==> config.mk <==
export PLATFORM = sky130hd
export DESIGN_NAME = refresh_sched
export DESIGN_NICKNAME = d
export VERILOG_FILES = /design/src/rtl/refresh_sched_pkg.sv /design/src/rtl/rs_phase_ctrl.sv /design/src/rtl/rs_interval_tick.sv /design/src/rtl/rs_backlog.sv /design/src/rtl/rs_row_ctr.sv /design/src/rtl/refresh_sched.sv
export SDC_FILE = /design/constraint.sdc
export NUM_CORES = 1
export LEC_CHECK = 0
export BUFFER_PORTS_ARGS = -buffer_cell sky130_fd_sc_hd__buf_2
export CORE_AREA = 3 3 81 83
export DETAILED_ROUTE_END_ITERATION = 10
export DIE_AREA = 0 0 84 86
export GPL_TIMING_DRIVEN = 0
export PLACE_DENSITY = 0.48
export REMOVE_ABC_BUFFERS = 1
export SLEW_MARGIN = 10
export SYNTH_ARGS = -nofsm -noshare
export SYNTH_HDL_FRONTEND = slang
export SYNTH_SLANG_ARGS = --single-unit
export TNS_END_PERCENT = 1
==> constraint.sdc <==
create_clock -name clk_i -period 3.5 [get_ports clk_i]
set_input_delay 0.35 -clock clk_i [delete_from_list [all_inputs] [get_ports clk_i]]
set_output_delay 0.35 -clock clk_i [all_outputs]
set_load 0.005 [all_outputs]
==> src/rtl/refresh_sched_pkg.sv <==
package refresh_sched_pkg;
  typedef enum logic [1:0] {PH_PAUSE, PH_INIT, PH_RUN} phase_e;
endpackage

==> src/rtl/rs_phase_ctrl.sv <==
module rs_phase_ctrl
  import refresh_sched_pkg::*;
#(
  parameter int PAUSE_CYC = 5001,
  parameter int INIT_ACKS = 8
) (
  input  logic   clk_i,
  input  logic   rst_ni,
  input  logic   ack_acc_i,
  output phase_e phase_o
);
  localparam int PW = (PAUSE_CYC > 1) ? $clog2(PAUSE_CYC) : 1;
  localparam int IW = (INIT_ACKS > 1) ? $clog2(INIT_ACKS) : 1;

  phase_e        phase_q;
  logic [PW-1:0] pause_q;
  logic [IW-1:0] init_q;

  always_ff @(posedge clk_i or negedge rst_ni) begin
    if (!rst_ni) begin
      phase_q <= PH_PAUSE;
      pause_q <= '0;
      init_q  <= '0;
    end else begin
      unique case (phase_q)
        PH_PAUSE: begin
          if (pause_q == PW'(PAUSE_CYC - 1)) phase_q <= PH_INIT;
          else                               pause_q <= pause_q + 1'b1;
        end
        PH_INIT: begin
          if (ack_acc_i) begin
            if (init_q == IW'(INIT_ACKS - 1)) phase_q <= PH_RUN;
            else                              init_q  <= init_q + 1'b1;
          end
        end
        default: phase_q <= PH_RUN;
      endcase
    end
  end

  assign phase_o = phase_q;

  // init phase only ends on an accepted acknowledge
  a_r2_init_waits_ack: assert property (@(posedge clk_i) disable iff (!rst_ni)
    (phase_q == PH_INIT && !ack_acc_i) |=> phase_q == PH_INIT);
  // run is terminal until reset
  a_r3_run_sticky: assert property (@(posedge clk_i) disable iff (!rst_ni)
    (phase_q == PH_RUN) |=> phase_q == PH_RUN);
endmodule

==> src/rtl/rs_interval_tick.sv <==
module rs_interval_tick #(
  parameter int INTERVAL = 780
) (
  input  logic clk_i,
  input  logic rst_ni,
  input  logic en_i,
  output logic tick_o
);
  localparam int CW = (INTERVAL > 1) ? $clog2(INTERVAL) : 1;

  logic [CW-1:0] cnt_q;
  logic          last;

  assign last   = (cnt_q == CW'(INTERVAL - 1));
  assign tick_o = en_i && last;

  always_ff @(posedge clk_i or negedge rst_ni) begin
    if (!rst_ni)      cnt_q <= '0;
    else if (!en_i)   cnt_q <= '0;
    else if (last)    cnt_q <= '0;
    else              cnt_q <= cnt_q + 1'b1;
  end

  // ticks never come back to back
  a_r4_tick_gap: assert property (@(posedge clk_i) disable iff (!rst_ni)
    tick_o |=> !tick_o);
endmodule

==> src/rtl/rs_backlog.sv <==
module rs_backlog #(
  parameter int MAX = 8
) (
  input  logic clk_i,
  input  logic rst_ni,
  input  logic tick_i,
  input  logic ack_i,
  output logic busy_o
);
  localparam int W = $clog2(MAX + 1);

  logic [W-1:0] pend_q;

  always_ff @(posedge clk_i or negedge rst_ni) begin
    if (!rst_ni) pend_q <= '0;
    else begin
      unique case ({tick_i, ack_i})
        2'b10:   if (pend_q != W'(MAX)) pend_q <= pend_q + 1'b1;
        2'b01:   if (pend_q != '0)      pend_q <= pend_q - 1'b1;
        default: ;  // idle, or tick replaces the retired refresh
      endcase
    end
  end

  assign busy_o = (pend_q != '0);

  a_r6_bounded: assert property (@(posedge clk_i) disable iff (!rst_ni)
    pend_q <= W'(MAX));
  a_r5_ack_retires: assert property (@(posedge clk_i) disable iff (!rst_ni)
    (ack_i && !tick_i && busy_o) |=> pend_q == $past(pend_q) - 1'b1);
  a_r7_coincide_hold: assert property (@(posedge clk_i) disable iff (!rst_ni)
    (ack_i && tick_i) |=> $stable(pend_q));
endmodule

==> src/rtl/rs_row_ctr.sv <==
module rs_row_ctr #(
  parameter int ROW_W = 8
) (
  input  logic             clk_i,
  input  logic             rst_ni,
  input  logic             adv_i,
  output logic [ROW_W-1:0] row_o
);
  always_ff @(posedge clk_i or negedge rst_ni) begin
    if (!rst_ni)    row_o <= '0;
    else if (adv_i) row_o <= row_o + 1'b1;
  end

  a_r8_row_step: assert property (@(posedge clk_i) disable iff (!rst_ni)
    adv_i |=> row_o == $past(row_o) + 1'b1);
  a_r8_row_hold: assert property (@(posedge clk_i) disable iff (!rst_ni)
    !adv_i |=> $stable(row_o));
endmodule

==> src/rtl/refresh_sched.sv <==
module refresh_sched
  import refresh_sched_pkg::*;
#(
  parameter int CLK_HZ         = 50_000_000,
  parameter int WINDOW_MS      = 4,
  parameter int ROWS           = 256,
  parameter int PAUSE_US       = 100,
  parameter int INIT_REFRESHES = 8,
  parameter int BACKLOG_MAX    = 8,
  parameter int MARGIN         = 1,
  localparam int ROW_W         = $clog2(ROWS)
) (
  input  logic             clk_i,
  input  logic             rst_ni,
  input  logic             ack_i,
  input  logic             ras_only_i,
  output logic             req_o,
  output logic             ready_o,
  output logic [ROW_W-1:0] row_o
);
  localparam int PAUSE_CYC =
    int'((64'(CLK_HZ) * 64'(PAUSE_US)) / 64'd1_000_000) + 1;
  localparam int INTERVAL =
    int'((64'(CLK_HZ) * 64'(WINDOW_MS)) / (64'd1000 * 64'(ROWS))) - MARGIN;

  phase_e phase;
  logic   run, tick, busy, ack_acc;

  assign run     = (phase == PH_RUN);
  assign req_o   = (phase == PH_INIT) || (run && busy);
  assign ready_o = run;
  assign ack_acc = ack_i && req_o;

  rs_phase_ctrl #(.PAUSE_CYC(PAUSE_CYC), .INIT_ACKS(INIT_REFRESHES)) u_phase (
    .clk_i, .rst_ni, .ack_acc_i(ack_acc), .phase_o(phase)
  );

  rs_interval_tick #(.INTERVAL(INTERVAL)) u_tick (
    .clk_i, .rst_ni, .en_i(run), .tick_o(tick)
  );

  rs_backlog #(.MAX(BACKLOG_MAX)) u_backlog (
    .clk_i, .rst_ni, .tick_i(tick), .ack_i(ack_acc && run), .busy_o(busy)
  );

  rs_row_ctr #(.ROW_W(ROW_W)) u_row (
    .clk_i, .rst_ni, .adv_i(ack_acc && ras_only_i), .row_o
  );

  // quiet during power-up pause
  a_r1_pause_quiet: assert property (@(posedge clk_i) disable iff (!rst_ni)
    (phase == PH_PAUSE) |-> (!req_o && !ready_o));
  // ready only rises after an accepted acknowledge
  a_r3_ready_cause: assert property (@(posedge clk_i) disable iff (!rst_ni)
    $rose(ready_o) |-> $past(ack_i && req_o));
  a_r3_ready_sticky: assert property (@(posedge clk_i) disable iff (!rst_ni)
    ready_o |=> ready_o);
endmodule

==> flow_summary.json <==
{
  "status": "completed",
  "grt-busiest-layer": "met2",
  "std_cell_rows": 28,
  "met1_usage_pct": 13.7,
  "period_share_pct": 87.9,
  "grt_overflow": 0,
  "async_reset_ff_share_pct": 100,
  "setup_viol": 0,
  "n_fill_cell": 588,
  "synth_area_um2": 2040,
  "start_kind": "register",
  "use_met3_pct": 4.03,
  "cts-resized-gates": 0,
  "clk_latency_ps": 300,
  "postLayoutCoreUtil_pct": 38.4,
  "dieArea_um2": 7220,
  "synth_ff_type": "dfrtp_1",
  "boundaryPins": 14,
  "clock-sinks": 40,
  "skew_ps": 10.9,
  "clk_path_buf_depth": 2,
  "worst_pin_slew_ps": 902,
  "ys_types": 38,
  "antenna_found_initial": 0,
  "dr.first_iter.drc_count": 60,
  "rsz0062_at_grt": "false",
  "synth.area.top_cells": "dfrtp_1, xor2_1, xnor2_1",
  "criticalPathCategory": "register to register",
  "multi_input_area_um2": 978,
  "regArea_um2": 1000,
  "grt_pass1_vias": 1278,
  "yosysWarningCount": 0,
  "critPathArrivalTime_ps": 3260,
  "period_needed_ps": 3080,
  "cts_buffers": 5,
  "coreArea_um2": 5920,
  "syn_inst": 193,
  "port_buffers": 13,
  "drtPass1Iterations": 6,
  "timing.fmax_ghz": 0.325,
  "cellLeakagePower_nw": 1.01,
  "antenna_left": 0,
  "area_growth_syn_to_layout_pct": 11.7,
  "gp_congestion": 0.743,
  "use_met2_pct": 16.0,
  "cts_root_buf": "clkbuf_8",
  "clkTransAtPathRegs_ps": 80,
  "powerDensity_nw_per_um2": 597,
  "die_y_um": 86,
  "grt_start_max_net_pins": 41,
  "grt_pass1_wl_um": 6050,
  "avgViaCountPerCell": 4.87,
  "stdcell_area_um2": 2280,
  "cts_tree": "done",
  "min-delay-path-class": "primary input to async pin",
  "htreeDepth": 2,
  "vdd_ir_drop_max_uv": 228,
  "route.detailed.drc": 0,
  "cts_hold_buffers": 0,
  "die_w_um": 84,
  "hold_viol_final": 0,
  "start_util_pct": 34.4,
  "synth_top_area_share_pct": 49.1,
  "placedCellCount": 274,
  "postCtsSetupBuffers": 0,
  "vias": 1372,
  "cp.required_ps": 3690,
  "dp_hpwl_um": 2380,
  "routedWlPerCell_um": 12.3,
  "place_ws_ps": 369,
  "syn_area_per_cell_um2": 10.6,
  "path_max_fanout": 13,
  "synth_edf_count": 0,
  "placed_area_um2": 2170,
  "routed_wirelength_um": 3460,
  "grt_usage_pct": 10.5,
  "fin_nets": 217,
  "max_slew_margin_pct": 39.8,
  "layout-drive-gt1-share_pct": 14.0,
  "fin_setup_tns_ps": 0,
  "end_kind": "register",
  "ys_ff_latch": 40,
  "finalMaxSlewViolations": 0,
  "synth_top_cell_by_area": "dfrtp_1",
  "synth_seq_area_share_pct": 49.1,
  "stdcell_count": 282,
  "cap_violations": 0,
  "antennaDiodeCount": 0,
  "setup_slack_ps": 424
}
==> where the power goes <==
part	leakage, nW	total [mW]	internal [mW]	switching [mW]
sequential	0.527	0.672	0.561	0.111
clock	0.0552	0.374	0.212	0.162
combinational	0.425	0.312	0.151	0.161
total	1.01	1.36	0.924	0.434
==> cells by family after synthesis <==
group,share of synthesized area [%]
muxes,2.70
buffers and inverters,2.83
DFF,49.1
and+or+nand+nor,21.4
adders and majority gates,4.30
xor gates and xnor gates,12.5
AOI/OAI and AO/OA,7.19
==> routing by layer <==
metal	up-vias	wire, um
met1	654	1730
met2	12	1580
met5	-	0
met4	0	55
met3	5	96
li1	701	-
==> synth_stat cells, types with 2 or more instances <==
cell and count:
xor2_1 15, nand2b_1 3, nor4b_1 2, and3_1 3, nand3_1 6, nor4bb_1 2
xnor2_1 14, o21ai_0 5, dfrtp_1 40, nand2_1 18, or3_1 2, a21oi_1 2
ha_1 7, and4b_1 2, nor4_1 4, inv_1 8, nor3_1 12, nor2_1 16
mux2_2 3, clkbuf_1 6, nand4_1 6
==> cell usage in the layout, fill, tap and decap left out, drive strengths merged, types with 2 or more instances in the layout <==
cell type	instances
buf	13
xor2	15
nand3	6
nor3	12
or3	2
and4b	2
nand4	6
nand2b	3
nand2	18
nor4bb	2
o41ai	2
xnor2	14
ha	7
or4	2
mux2	4
nor4	5
clkbuf	6
o21ai	5
and3	3
dfrtp	40
nor2	16
nor4b	2
inv	8
a21oi	2
==> worst paths after layout <==
| kind | start | end | slack (ps) | depth (start not counted) |
|---|---|---|---|---|
| max in group asynchronous | rst_ni | u_phase.pause_q[7] | 2760 | 1 |
| worst min-delay path | rst_ni | u_backlog.pend_q[2] | 170 | 1 |
| min in group clk_i | ack_i | u_phase.phase_o[1] | 430 | 2 |
| worst max-delay path | u_tick.cnt_q[4] | u_backlog.pend_q[2] | 420 | 8 |
| worst max register to register | u_tick.cnt_q[4] | u_backlog.pend_q[2] | 420 | 8 |
| worst min register to register | u_phase.pause_q[12] | u_phase.pause_q[12] | 460 | 1 |
==> flip-flops by register name, indices dropped and copies added, names as in the netlist <==
signal	flops
u_backlog.pend_q	4
u_phase.init_q	3
u_phase.pause_q	13
u_phase.phase_o	2
u_row.row_o	8
u_tick.cnt_q	10
==> layout make-up <==
type | instances | area share, %
clock buffers | 6 | 3.19
clock inverters | 2 | 1.54
inverters | 8 | 1.32
multi-input cells | 138 | 43.0
flip-flops and latches | 40 | 44.0
well taps | 75 | 4.12
repair buffers | 13 | 2.86
==> through the flow <==
step / hold slack (ps) / power [mW]
3_5_place_dp: 450 / 1.00
6_report: 172 / 1.36
3_3_place_gp: 449 / 0.999
2_1_floorplan: 54.4 / 0.894
4_1_cts: 220 / 1.38
5_1_grt: 249 / 1.46
==> critical path: stages (launching register included) <==
cell and delay [ps]:
dfrtp_1 420, or4_4 590, o41ai_4 720, nor2_1 110, xor2_1 170, ha_1 210
or4_1 490, o21ai_0 160, o22ai_1 90
Power figures use the tool's default switching activity.
